**src/rtl/resv_pkg.sv**
```systemverilog
package resv_pkg;

    typedef enum logic [1:0] {
        K_LL  = 2'b00,
        K_SC  = 2'b01,
        K_ST  = 2'b10,
        K_STX = 2'b11
    } req_kind_e;

    typedef enum logic {
        S_SWEEP = 1'b0,
        S_SERVE = 1'b1
    } ctl_state_e;

endpackage

```
**src/rtl/resv_ctrl.sv**
```systemverilog
module resv_ctrl
    import resv_pkg::*;
#(
    parameter int SETS  = 16,
    parameter int SET_W = 4
) (
    input  logic             clk,
    input  logic             rst_n,
    output logic             req_ready,
    output logic             sweep_en,
    output logic [SET_W-1:0] sweep_set
);

    ctl_state_e       state_q;
    logic [SET_W-1:0] cnt_q;
    logic             sweep_done;

    assign sweep_done = (cnt_q == SET_W'(SETS - 1));

    always_ff @(posedge clk) begin
        if (!rst_n) begin
            state_q <= S_SWEEP;
            cnt_q   <= '0;
        end else begin
            unique case (state_q)
                S_SWEEP: begin
                    cnt_q <= cnt_q + 1'b1;
                    if (sweep_done) state_q <= S_SERVE;
                end
                S_SERVE: state_q <= S_SERVE;
                default: state_q <= S_SWEEP;
            endcase
        end
    end

    always_comb begin
        req_ready = 1'b0;
        sweep_en  = 1'b0;
        sweep_set = cnt_q;
        unique case (state_q)
            S_SWEEP: sweep_en  = 1'b1;
            S_SERVE: req_ready = 1'b1;
            default: sweep_en  = 1'b0;
        endcase
    end

    // once serving, the block never falls back to the sweep without reset
    p_serve_sticks_r1: assert property (@(posedge clk) disable iff (!rst_n)
        req_ready |=> req_ready);

endmodule

```
**src/rtl/resv_lookup.sv**
```systemverilog
module resv_lookup #(
    parameter int ADDR_W = 16,
    parameter int OFF_W  = 4,
    parameter int SETS   = 16,
    parameter int WAYS   = 4,
    parameter int SET_W  = 4,
    parameter int TAG_W  = 8,
    parameter int WAY_W  = 2
) (
    input  logic [ADDR_W-1:0]                        addr,
    input  logic [SETS-1:0][WAYS-1:0]                valid_tbl,
    input  logic [SETS-1:0][WAYS-1:0][TAG_W-1:0]     tag_tbl,
    output logic                                     hit,
    output logic [SET_W-1:0]                         set_idx,
    output logic [WAY_W-1:0]                         way_idx
);

    logic [TAG_W-1:0] tag;
    logic [WAYS-1:0]  match;
    logic             unused_off;

    assign set_idx    = addr[OFF_W +: SET_W];
    assign tag        = addr[ADDR_W-1 -: TAG_W];
    assign unused_off = ^addr[OFF_W-1:0];

    for (genvar w = 0; w < WAYS; w++) begin : g_way
        assign match[w] = valid_tbl[set_idx][w] && (tag_tbl[set_idx][w] == tag);
    end

    always_comb begin
        way_idx = '0;
        for (int w = 0; w < WAYS; w++) begin
            if (match[w]) way_idx = WAY_W'(w);
        end
    end

    assign hit = |match;

endmodule

```
**src/rtl/resv_line_store.sv**
```systemverilog
module resv_line_store
    import resv_pkg::*;
#(
    parameter int ADDR_W = 16,
    parameter int OFF_W  = 4,
    parameter int SETS   = 16,
    parameter int WAYS   = 4,
    parameter int CTX_W  = 3,
    parameter int SET_W  = 4,
    parameter int TAG_W  = 8,
    parameter int WAY_W  = 2
) (
    input  logic                                 clk,
    input  logic                                 rst_n,
    input  logic                                 sweep_en,
    input  logic [SET_W-1:0]                     sweep_set,
    input  logic                                 upd_valid,
    input  logic                                 upd_evict,
    input  logic [ADDR_W-1:0]                    upd_addr,
    input  logic [WAY_W-1:0]                     upd_way,
    input  logic                                 inv_valid,
    input  logic [CTX_W-1:0]                     inv_ctx,
    input  logic                                 inv_hit,
    input  logic [SET_W-1:0]                     inv_set,
    input  logic [WAY_W-1:0]                     inv_way,
    input  logic                                 acc,
    input  logic [1:0]                           req_kind,
    input  logic [CTX_W-1:0]                     req_ctx,
    input  logic                                 req_hit,
    input  logic [SET_W-1:0]                     req_set,
    input  logic [WAY_W-1:0]                     req_way,
    output logic [SETS-1:0][WAYS-1:0]            valid_q,
    output logic [SETS-1:0][WAYS-1:0][TAG_W-1:0] tag_q,
    output logic                                 rsp_valid,
    output logic                                 rsp_ok
);

    localparam logic [CTX_W-1:0] UNLOCK = '1;

    logic [CTX_W-1:0] lock_q [SETS][WAYS];

    logic [SET_W-1:0] upd_set;
    logic [TAG_W-1:0] upd_tag;
    logic             unused_upd_off;
    logic             inv_kills;
    logic             same_line;
    logic [CTX_W-1:0] lock_seen;
    logic             owner;
    logic             req_wr;
    logic [CTX_W-1:0] req_val;
    logic             ok_d;
    req_kind_e        kind;

    assign upd_set        = upd_addr[OFF_W +: SET_W];
    assign upd_tag        = upd_addr[ADDR_W-1 -: TAG_W];
    assign unused_upd_off = ^upd_addr[OFF_W-1:0];
    assign kind           = req_kind_e'(req_kind);

    // invalidate is resolved ahead of the request on the same line
    assign inv_kills = inv_valid && inv_hit && (lock_q[inv_set][inv_way] == inv_ctx);
    assign same_line = req_hit && inv_hit && (inv_set == req_set) && (inv_way == req_way);
    assign lock_seen = (same_line && inv_kills) ? UNLOCK : lock_q[req_set][req_way];
    assign owner     = (lock_seen == req_ctx);

    always_comb begin
        req_wr  = 1'b0;
        req_val = UNLOCK;
        ok_d    = 1'b1;
        if (acc && req_hit) begin
            unique case (kind)
                K_LL: begin
                    req_wr  = 1'b1;
                    req_val = req_ctx;
                end
                K_SC: begin
                    req_wr = 1'b1;
                    ok_d   = owner;
                end
                K_ST, K_STX: req_wr = owner;
                default: req_wr = 1'b0;
            endcase
        end
    end

    always_ff @(posedge clk) begin
        for (int s = 0; s < SETS; s++) begin
            for (int w = 0; w < WAYS; w++) begin
                if (sweep_en && (sweep_set == SET_W'(s))) begin
                    valid_q[s][w] <= 1'b0;
                    lock_q[s][w]  <= UNLOCK;
                end else if (upd_valid && (upd_set == SET_W'(s)) && (upd_way == WAY_W'(w))) begin
                    valid_q[s][w] <= !upd_evict;
                    if (!upd_evict) tag_q[s][w] <= upd_tag;
                    lock_q[s][w] <= UNLOCK;
                end else if (req_wr && (req_set == SET_W'(s)) && (req_way == WAY_W'(w))) begin
                    lock_q[s][w] <= req_val;
                end else if (inv_kills && (inv_set == SET_W'(s)) && (inv_way == WAY_W'(w))) begin
                    lock_q[s][w] <= UNLOCK;
                end
            end
        end
    end

    always_ff @(posedge clk) begin
        if (!rst_n) begin
            rsp_valid <= 1'b0;
            rsp_ok    <= 1'b0;
        end else begin
            rsp_valid <= acc;
            rsp_ok    <= acc ? ok_d : 1'b0;
        end
    end

    // checker copies of the request line, taken every cycle
    logic [SET_W-1:0] chk_set_q;
    logic [WAY_W-1:0] chk_way_q;
    logic [CTX_W-1:0] chk_lock_q;
    logic [CTX_W-1:0] chk_ctx_q;
    logic             upd_same;

    assign upd_same = upd_valid && (upd_set == req_set) && (upd_way == req_way);

    always_ff @(posedge clk) begin
        chk_set_q  <= req_set;
        chk_way_q  <= req_way;
        chk_lock_q <= lock_q[req_set][req_way];
        chk_ctx_q  <= req_ctx;
    end

    // a miss always reports success
    p_miss_ok_r8: assert property (@(posedge clk) disable iff (!rst_n)
        (acc && !req_hit) |=> rsp_ok);

    // a store-conditional that hit leaves its line unlocked
    p_sc_clears_r5: assert property (@(posedge clk) disable iff (!rst_n)
        (acc && req_hit && (kind == K_SC) && !upd_same)
        |=> (lock_q[chk_set_q][chk_way_q] == UNLOCK));

    // a load-linked that hit hands the lock to the requester
    p_ll_owns_r3: assert property (@(posedge clk) disable iff (!rst_n)
        (acc && req_hit && (kind == K_LL) && !upd_same)
        |=> (lock_q[chk_set_q][chk_way_q] == chk_ctx_q));

    // a store by a non-owner leaves the lock as it was
    p_other_st_keeps_r6: assert property (@(posedge clk) disable iff (!rst_n)
        (acc && req_hit && req_kind[1] && (lock_q[req_set][req_way] != req_ctx)
         && !upd_same && !(same_line && inv_kills))
        |=> (lock_q[chk_set_q][chk_way_q] == chk_lock_q));

endmodule

```
**src/rtl/resv_monitor.sv**
```systemverilog
module resv_monitor #(
    parameter int ADDR_W = 16,
    parameter int OFF_W  = 4,
    parameter int SETS   = 16,
    parameter int WAYS   = 4,
    parameter int CTX_W  = 3,
    localparam int SET_W = $clog2(SETS),
    localparam int TAG_W = ADDR_W - OFF_W - SET_W,
    localparam int WAY_W = (WAYS > 1) ? $clog2(WAYS) : 1
) (
    input  logic              clk,
    input  logic              rst_n,
    input  logic              req_valid,
    output logic              req_ready,
    input  logic [1:0]        req_kind,
    input  logic [ADDR_W-1:0] req_addr,
    input  logic [CTX_W-1:0]  req_ctx,
    input  logic              inv_valid,
    input  logic [ADDR_W-1:0] inv_addr,
    input  logic [CTX_W-1:0]  inv_ctx,
    input  logic              upd_valid,
    input  logic              upd_evict,
    input  logic [ADDR_W-1:0] upd_addr,
    input  logic [WAY_W-1:0]  upd_way,
    output logic              rsp_valid,
    output logic              rsp_ok
);

    logic                                 sweep_en;
    logic [SET_W-1:0]                     sweep_set;
    logic [SETS-1:0][WAYS-1:0]            valid_tbl;
    logic [SETS-1:0][WAYS-1:0][TAG_W-1:0] tag_tbl;
    logic                                 req_hit, inv_hit;
    logic [SET_W-1:0]                     req_set, inv_set;
    logic [WAY_W-1:0]                     req_way, inv_way;
    logic                                 acc;
    logic                                 inv_live;

    assign acc      = req_valid && req_ready;
    assign inv_live = inv_valid && !sweep_en;

    resv_ctrl #(.SETS(SETS), .SET_W(SET_W)) ctrl_i (
        .clk       (clk),
        .rst_n     (rst_n),
        .req_ready (req_ready),
        .sweep_en  (sweep_en),
        .sweep_set (sweep_set)
    );

    resv_lookup #(
        .ADDR_W(ADDR_W), .OFF_W(OFF_W), .SETS(SETS), .WAYS(WAYS),
        .SET_W(SET_W), .TAG_W(TAG_W), .WAY_W(WAY_W)
    ) req_look_i (
        .addr      (req_addr),
        .valid_tbl (valid_tbl),
        .tag_tbl   (tag_tbl),
        .hit       (req_hit),
        .set_idx   (req_set),
        .way_idx   (req_way)
    );

    resv_lookup #(
        .ADDR_W(ADDR_W), .OFF_W(OFF_W), .SETS(SETS), .WAYS(WAYS),
        .SET_W(SET_W), .TAG_W(TAG_W), .WAY_W(WAY_W)
    ) inv_look_i (
        .addr      (inv_addr),
        .valid_tbl (valid_tbl),
        .tag_tbl   (tag_tbl),
        .hit       (inv_hit),
        .set_idx   (inv_set),
        .way_idx   (inv_way)
    );

    resv_line_store #(
        .ADDR_W(ADDR_W), .OFF_W(OFF_W), .SETS(SETS), .WAYS(WAYS), .CTX_W(CTX_W),
        .SET_W(SET_W), .TAG_W(TAG_W), .WAY_W(WAY_W)
    ) store_i (
        .clk       (clk),
        .rst_n     (rst_n),
        .sweep_en  (sweep_en),
        .sweep_set (sweep_set),
        .upd_valid (upd_valid && !sweep_en),
        .upd_evict (upd_evict),
        .upd_addr  (upd_addr),
        .upd_way   (upd_way),
        .inv_valid (inv_live),
        .inv_ctx   (inv_ctx),
        .inv_hit   (inv_hit),
        .inv_set   (inv_set),
        .inv_way   (inv_way),
        .acc       (acc),
        .req_kind  (req_kind),
        .req_ctx   (req_ctx),
        .req_hit   (req_hit),
        .req_set   (req_set),
        .req_way   (req_way),
        .valid_q   (valid_tbl),
        .tag_q     (tag_tbl),
        .rsp_valid (rsp_valid),
        .rsp_ok    (rsp_ok)
    );

    // a response follows every accepted request, and only those
    p_rsp_follows_acc_r2: assert property (@(posedge clk) disable iff (!rst_n)
        acc |=> rsp_valid);
    p_no_rsp_idle_r2: assert property (@(posedge clk) disable iff (!rst_n)
        !acc |=> !rsp_valid);

endmodule

```
**config.mk**
```make
export PLATFORM = sky130hd
export DESIGN_NAME = resv_monitor
export DESIGN_NICKNAME = d
export VERILOG_FILES = /design/src/rtl/resv_pkg.sv /design/src/rtl/resv_ctrl.sv /design/src/rtl/resv_lookup.sv /design/src/rtl/resv_line_store.sv /design/src/rtl/resv_monitor.sv
export SDC_FILE = /design/constraint.sdc
export NUM_CORES = 1
export LEC_CHECK = 0
export ABC_AREA = 0
export CAP_MARGIN = 20
export CORE_MARGIN = 5
export CORE_UTILIZATION = 55
export DETAILED_ROUTE_END_ITERATION = 8
export PLACE_DENSITY = 0.74
export SETUP_SLACK_MARGIN = 0.05
export SYNTH_ARGS = -nofsm -noshare
export SYNTH_HDL_FRONTEND = slang
export SYNTH_HIERARCHICAL = 1
export SYNTH_SLANG_ARGS = --single-unit
export TNS_END_PERCENT = 1
```
**constraint.sdc**
```tcl
create_clock -name clk -period 6.3 [get_ports clk]
set_input_delay 1.26 -clock clk [delete_from_list [all_inputs] [get_ports clk]]
set_output_delay 1.26 -clock clk [all_outputs]
set_load 0.01 [all_outputs]
```
# Word level (Yosys, flattened, before mapping)
# Memories as Yosys holds them, arrays and structs flattened.
# Index checks and enable logic that the tools add are counted.
# word_totals
regBits,583
ram_bits,192
in_bits,64
output_inout_bits,3
elab_cells,1809
memories,1
# memory_table
memory,depth,word_bits,read_ports,rd_ports_with_merged_regs,wr,line_no,rtl
store_i.lock_q,16,12,2,0,16,resv_line_store.sv:40,logic [CTX_W-1:0] lock_q [SETS][WAYS];
# classes
addsub,1
order_cmp,4
eq_ne,84
muxes,1023
bitwise_logic,212
n_reduce_logical,352
# ops
operator,count
2-to-1 mux 1 bit,808
2-to-1 mux 3 bit,199
logical AND 1 bit,274
binary-select mux 32 bit (select 4 bit),2
bitwise OR 1 bit,192
AND reduction 3 bit,64
equality test 4 bit (second input constant),32
equality test 4 x 3 -> 1 bit (second input constant),16
equality test 8 bit,8
2-to-1 mux 32 bit,2
binary-select mux 4 bit (select 4 bit),2
equality test 4 x 2 -> 1 bit (second input constant),8
NOT 1 bit,18
equality test 2 bit (second input constant),8
equality test 4 x 1 -> 1 bit (second input constant),4
zero test 4 bit,4
binary-select mux 3 bit (select 2 bit),2
< comparator 4 x 5 -> 1 bit (second input constant),2
equality test 2 x 1 -> 1 bit (second input constant),4
zero test 2 bit,4
2-to-1 mux 2 bit,4
2-to-1 mux 4 bit,2
OR reduction 4 bit,2
equality test 3 bit,2
9 further kinds,13

# Longest topological paths before layout
# Gate-level depths: netlist of the first run.
# logic_depth
ltp_word,26
ltp_mapped,25
ltp_nobuf,17

# By module
# The synthesis of the first run kept the hierarchy.
# by_module_without_submodules
mod,instances,cells_per_inst,area_per_inst_um2,seq_area_each_um2
resv_line_store,1,2071,30489.2,22461.5
resv_lookup,2,402,5276.3,0.0
resv_ctrl,1,19,205.2,100.1
resv_monitor,1,3,18.8,0.0

# Worst setup path before layout of the first run
# No wires, ideal clock.
# synth_path
path_type,input to register
from,input port inv_addr[5]
to,"memory store_i/lock_q[12][10] (netlist name), enable pin"
setup_time_ps,377
arrival_ps,6029
required_time_ps,5923
path_slack_ps,-106
path_stages,22
n_path_buf,5
cell_sequence,buf_6 buf_6 buf_2 buf_1 mux4_2 nand3_1 nand3_1 xnor2_1 nand3_1 or4_1 nand2_1 clkbuf_1 nand2_1 a21oi_1 nand3_1 nand4_1 o21ai_0 or4_1 nor4b_2 mux2i_2 nor2_4 o311ai_0
# synth_lines
element,line_no,rtl
start: declaration,resv_monitor.sv:19,"input logic [ADDR_W-1:0] inv_addr,"
end: declaration,resv_line_store.sv:40,

==> results.yml, run 1 <==
run_status:
  status: "finished, final reports clean"
drt:
  first_iter_violations: 4272
  first_pass_iters: 6
  post-route-drc-count: 0
  wl_um: 136000
  wl_per_cell_um: 32.1
  drtAntennaViolNets: 0
  viasPerCell: 7.02
  num_vias: 29700
worst_setup_path:
  cp-end-kind: "flop"
  worstPathMaxFanout: 15
  worstSetupPathType: "input port to flop"
  crit_arrival_ns: 6.57
  worstSetupStartpoint: "inv_addr[5]"
  required_ns: 6.68
  r2r_cells: 18
  r2r_start: "store_i/tag_q[220]"
  crit_end: "store_i/lock_q[12][4]"
  critPathLaunchType: "input port"
  reg2reg_to: "store_i/lock_q[12][4]"
  r2r_setup_slack_ns: 0.54
timing:
  clock_skew_ns: 0.0306
  slew_headroom: 0.173
  tightest_slew_ns: 1.24
  fin_ws_ns: 0.107
  hold_viol_final: 0
  setup_viol: 0
  fmax_mhz: 161
  finalMaxSlewViolations: 0
  fin_crit_ns: 6.19
  hold_ws_ns: 0.481
  finalSetupTns_ns: 0
  timing.final.crit_share: 0.983
  grt_setup_unrepaired: "false"
synthesis:
  async_flop_share: 0
  synth_edf_count: 704
  synth_most_common_cell: "edfxtp_1"
  synth_seq_cells: 775
  syn-cell-area_sq_um: 41300
  syn_nets: 2962
  yosysTopAreaCell: "edfxtp_1"
  synth_top_area_frac: 0.512
  synth_common_cells: "edfxtp_1, mux4_2, nand2_1"
  synth-main-ff-cell: "edfxtp_1"
  seq_area_frac_synth: 0.547
  ys_warn_count: 6
  synthCells: 2897
  ys_types: 72
  yosys-top-cells-area: "edfxtp_1, mux4_2, mux2i_1"
  avgSynthCellArea_sq_um: 14.2
global_routing:
  grt_start_max_net_pins: 65
  grt_pass1_wl_um: 198000
  overflow: 0
  antenna_found_initial: 3
  grt_use_total: 0.330
  grt_pass1_vias: 29700
die:
  start_util: 0.554
  die-height_um: 284
  dieArea_sq_um: 80600
  coreArea_sq_um: 74400
  pin_count: 67
  die_w_um: 284
  row_count: 100
job:
  cap_violations: 0
cts:
  cts_tree: "built"
  cts_made_buffers: 84
  clk_pin_slew_worst_paths_ns: 0.06
  htreeDepth: 3
  hold_buffers: 0
  cts_root_buffer: "clkbuf_16"
  clock_latency_ns: 0.64
  cts_sinks: 775
  clockBufferDepth: 3
placement:
  numPlacedInstances: 4068
  dp_hpwl_um: 95100
  pre_cts_slack_ns: -0.837
  portBuffers: 54
  gp_congestion: 1.00
pwr:
  sw_frac_of_total: 0.229
  combPwrFrac: 0.099
  irDropWorstVdd_v: 0.000273
  seq_power_share: 0.475
  p_sw_mw: 2.71
  intPower_mw: 9.09
  clkPwrFrac: 0.425
  powerDensity_nw_per_um2: 245
  static-leakage-power_nw: 16.1
min_path:
  holdCritPathClass: "flop to flop"
layout:
  n_fill_cell: 5187
  fin_cells: 4239
  drive_above_1_share: 0.285
  syn_to_final_growth_pct: 16.7
  final_nets: 3264
[flip-flops by register name, summed over array words and instances (netlist names)]
name	flops
store_i/valid_q	64
store_i/rsp_valid	1
store_i/rsp_ok	1
ctrl_i/sweep_set	4
store_i/lock_q	192
store_i/tag_q	512
ctrl_i/state_q	1
[worst min-delay path by stage]
stage | startpoint | end | slack, ns | depth (start not counted)
after floorplan | store_i/valid_q[25] | store_i/valid_q[25] | 0.44 | 1
after global placement | store_i/valid_q[48] | store_i/valid_q[48] | 0.44 | 1
after detailed placement | store_i/valid_q[22] | store_i/valid_q[22] | 0.46 | 1
after CTS | store_i/valid_q[22] | store_i/valid_q[22] | 0.48 | 1
after global routing | store_i/valid_q[22] | store_i/valid_q[22] | 0.48 | 1
final | store_i/valid_q[22] | store_i/valid_q[22] | 0.48 | 1
[power groups by stage]
| stage | Sequential, mW | Combinational [mW] | Clock, mW |
|---|---|---|---|
| 3_5_place_dp | 5.72 | 1.12 | 0 |
| 6_report | 5.61 | 1.17 | 5.02 |
| 5_1_grt | 5.60 | 1.22 | 5.31 |
| 2_1_floorplan | 5.71 | 0.689 | 0 |
| 3_3_place_gp | 5.72 | 1.10 | 0 |
| 4_1_cts | 5.61 | 1.13 | 5.08 |
[routing by layer]
| layer | wire length (um) | up-vias | global-route usage |
|---|---|---|---|
| met5 | 13 | - | 0 |
| met4 | 7550 | 2 | 0.154 |
| met3 | 16800 | 452 | 0.0756 |
| met2 | 63700 | 2255 | 0.520 |
| met1 | 48200 | 15000 | 0.440 |
| li1 | - | 12100 | - |
[worst max-delay path, stage by stage]
cell and delay [ns]:
buf_12 0.15, mux4_1 0.58, mux4_2 0.52, xnor2_2 0.15
o2111ai_2 0.18, or4_4 0.59, nand2_1 0.14, buf_12 0.19
nor2_1 0.10, a22o_1 0.24, o31ai_1 0.55, nor3_1 0.11
nor3_1 0.44, nor4b_4 0.10, mux2i_2 0.19, buf_4 0.16
o21ai_2 0.46, o21ai_0 0.21, buf_4 0.19
[kinds of logic after synthesis]
logic type	share of synthesized area
muxes	0.245
AOI/OAI and AO/OA	0.0664
buffers and inverters	0.0367
adders and majority gates	0.000303
DFF	0.547
and+or+nand+nor	0.0858
xor gates and xnor gates	0.0189
[final cells by class]
cell class | count | area (sq um) | area share
Antenna cell | 2 | 5.00 | 0.000104
Sequential cell | 775 | 22600 | 0.468
Inverter | 54 | 203 | 0.00421
Tap cell | 969 | 1210 | 0.0252
Multi-Input combinational cell | 1836 | 17400 | 0.361
Clock inverter | 35 | 382 | 0.00792
Timing Repair Buffer | 448 | 4000 | 0.0830
Clock buffer | 120 | 2430 | 0.0505
[metrics by stage]
step	area [sq um]	power (mW)	utilization
2_1_floorplan	41300	6.40	-
3_3_place_gp	44900	6.81	0.603
3_5_place_dp	44900	6.84	0.604
4_1_cts	47800	11.8	0.642
5_1_grt	48200	12.1	0.647
6_report	48200	11.8	0.647
[layout by cell type, fill, tap and decap left out, types with 9 or more instances in the layout]
master and n:
a22oi_1 58, clkbuf_1 23, nor2b_1 44, nand2_1 327, clkbuf_16 90, mux2_2 11, inv_1 54, xor2_1 19
buf_6 10, and2_1 17, nand2b_1 26, a21o_1 24, o221ai_1 10, clkinv_1 14, nand3_1 77, mux2i_1 216
a21oi_1 58, buf_4 351, mux4_1 9, o22ai_1 47, and3_1 12, nor3_1 17, a31oi_1 24, dfxtp_1 71
mux4_2 335, nor2_1 167, nand4_1 11, edfxtp_1 704, o211ai_1 10, buf_12 38, o21ai_0 68, o31ai_1 29
xnor2_1 68, clkdlybuf4s50_1 38, or3_1 16
[repair_timing]
item / in CTS / in global routing
setup buffers: 0 / 1
endpoints found under the setup margin: 59 / 192
gates cloned: 0 / 0
pin swaps: 0 / 3
resized for setup: 6 / 34
(Power assumes the default switching activity.)
==> run 2: changes to the inputs <==
--- a/config.mk
+++ b/config.mk
@@ -7,10 +7,10 @@
 export LEC_CHECK = 0
 export ABC_AREA = 0
 export CAP_MARGIN = 20
-export CORE_MARGIN = 5
+export CORE_MARGIN = 1.5
 export CORE_UTILIZATION = 55
 export DETAILED_ROUTE_END_ITERATION = 8
-export PLACE_DENSITY = 0.74
+export PLACE_DENSITY_LB_ADDON = 0.15
 export SETUP_SLACK_MARGIN = 0.05
 export SYNTH_ARGS = -nofsm -noshare
 export SYNTH_HDL_FRONTEND = slang
==> run 2 against run 1 <==
  * Global-route usage up 3.0 points
  * Fmax is 0.41% higher
  * First-iteration DRC count down 0.35%
  * Sequential share of layout area fell by 0.64 points
  * Register-to-register slack gained 0.10 ns
  * Utilization is 1.0 points higher
  * Setup slack improved by 0.026 ns
  * Wire length up 1.8%
  * Via count decreased by 0.70%
  * Worst hold slack lost 0.0093 ns
  * Sequential power about the same
  * Clock skew fell by 0.0027 ns
==> results.yml, run 2 (synthesis results as in run 1) <==
layout:
  largest-register: "store_i/tag_q"
  n_antenna_cell: 0
  syn_to_final_growth_pct: 18.3
  final_nets: 3339
  largest_reg_flops: 512
  top_regs: "store_i/tag_q: 512 flops, store_i/lock_q: 192 flops, store_i/valid_q: 64 flops"
  final_common_cell: "edfxtp_1"
  fin_cells: 4312
  drive_above_1_share: 0.308
  layout.cells.most_common_list: "edfxtp_1, buf_4, mux4_2"
die:
  dieArea_sq_um: 76700
  die-height_um: 277
  row_count: 100
  die_w_um: 277
  start_util: 0.555
  pin_count: 67
  coreArea_sq_um: 74300
timing:
  tightest_slew_ns: 1.15
  fin_crit_ns: 6.17
  grt_setup_unrepaired: "false"
  clock_skew_ns: 0.0280
  finalMaxSlewViolations: 0
  finalSetupTns_ns: 0
  timing.final.crit_share: 0.979
  slew_headroom: 0.234
  fmax_mhz: 162
  setup_viol: 0
  hold_ws_ns: 0.471
  hold_viol_final: 0
min_path:
  whs_path_depth: 1
  min_to: "store_i/valid_q[59]"
  holdCritPathClass: "flop to flop"
  hp-start: "store_i/valid_q[59]"
drt:
  viasPerCell: 6.85
  first_iter_violations: 4257
  first_pass_iters: 6
  wl_per_cell_um: 32.1
  num_vias: 29500
  drtAntennaViolNets: 0
  post-route-drc-count: 0
  wl_um: 139000
worst_setup_path:
  r2r_cells: 20
  required_ns: 6.67
  critPathLaunchType: "input port"
  cp_num_buf_inv: 7
  r2r_start: "store_i/tag_q[504]"
  crit_arrival_ns: 6.53
  worstSetupStartpoint: "req_addr[4]"
  worstSetupPathType: "input port to flop"
  cp_slowest_cell: "or4_1"
  path_cells: "buf_8, buf_12, mux4_2, mux2i_4, buf_4, xnor2_1, mux2i_1, nand4_1, or4_1, o21ai_1, buf_4, xor2_1, nor3_1, buf_4, nand4_1, or4_4, nor4b_4, mux2i_2, nor2_4, buf_4, o211ai_1, buf_4"
  crit_path_frequent_cell: "buf_4"
  cp-end-kind: "flop"
  crit_family: "simple AND/OR/NAND/NOR gates"
  worstPathMaxFanout: 15
  reg2reg_to: "store_i/lock_q[5][4]"
  max_stage_delay_ns: 0.64
  r2r_setup_slack_ns: 0.64
global_routing:
  overflow: 0
  grt_pass1_wl_um: 199000
  antenna_found_initial: 2
  grt_use_total: 0.359
  grt_pass1_vias: 29400
  grt_start_max_net_pins: 96
placement:
  portBuffers: 54
  dp_hpwl_um: 99200
  gp_congestion: 1.01
  numPlacedInstances: 4136
pwr:
  static-leakage-power_nw: 16.5
  irDropWorstVdd_v: 0.000215
  powerDensity_nw_per_um2: 241
cts:
  cts_root_buffer: "clkbuf_16"
  cts_sinks: 775
  cts_tree: "built"
  clock_latency_ns: 0.65
  cts_made_buffers: 83
  htreeDepth: 3
  clockBufferDepth: 3
  clk_pin_slew_worst_paths_ns: 0.06
run_status:
  status: "finished, final reports clean"
job:
  cap_violations: 0
-- run 2: cell count changes in the layout (fill, tap and decap cells not counted), sizes merged, moves of 2 or more --
cell,previous run,this run
diode,2,0
inv,55,58
clkinvlp,2,7
buf,409,483
clkbuf,121,109
clkinv,25,29
-- run 2: area by class of cell --
class / instances / area (sq um)
clock buffer: 106 / 2260
clock inverter: 48 / 489
fill: 5332 / 25500
inverter: 54 / 206
multi-input combinational: 1836 / 17500
sequential: 775 / 22600
tap: 969 / 1210
timing repair buffer: 524 / 4610
-- run 2: metrics by stage --
stage	power (mW)	setup WS [ns]	util	instance area (sq um)
2_1_floorplan	6.40	0.0941	-	41300
3_3_place_gp	6.86	-0.862	0.611	45400
3_5_place_dp	6.87	-0.951	0.611	45400
4_1_cts	11.8	0.0266	0.650	48300
5_1_grt	12.1	0.0313	0.657	48800
6_report	11.8	0.132	0.657	48800
-- run 2: power breakdown --
part / total (mW) / internal (mW) / switching (mW)
combinational: 1.22 / 0.549 / 0.669
clock: 4.95 / 2.88 / 2.07
sequential: 5.61 / 5.60 / 0.0127
total: 11.8 / 9.02 / 2.75
-- run 2: routing by layer --
metal	global-route usage	routed length (um)
met2	0.582	66100
met4	0.156	6760
met3	0.0658	14100
met1	0.480	51600
met5	0	29
-- run 2: worst max-delay path by stage --
| stage | cells after the start | slack (ns) | end |
|---|---|---|---|
| CTS | 23 | 0.03 | store_i/lock_q[10][11] |
| floorplan | 21 | 0.09 | store_i/lock_q[11][6] |
| global placement | 22 | -0.86 | store_i/lock_q[11][9] |
| global route | 22 | 0.03 | store_i/lock_q[13][6] |
| detailed placement | 22 | -0.95 | store_i/lock_q[11][9] |
| finish | 22 | 0.13 | store_i/lock_q[5][4] |
-- run 2: repair_timing --
| action | 4_1_cts | 5_1_grt |
|---|---|---|
| setup endpoints to repair | 180 | 192 |
| hold buffers | 0 | 0 |
| resized for setup | 13 | 52 |
| pin swaps | 1 | 10 |
| cloned | 0 | 2 |
| setup buffers | 1 | 8 |
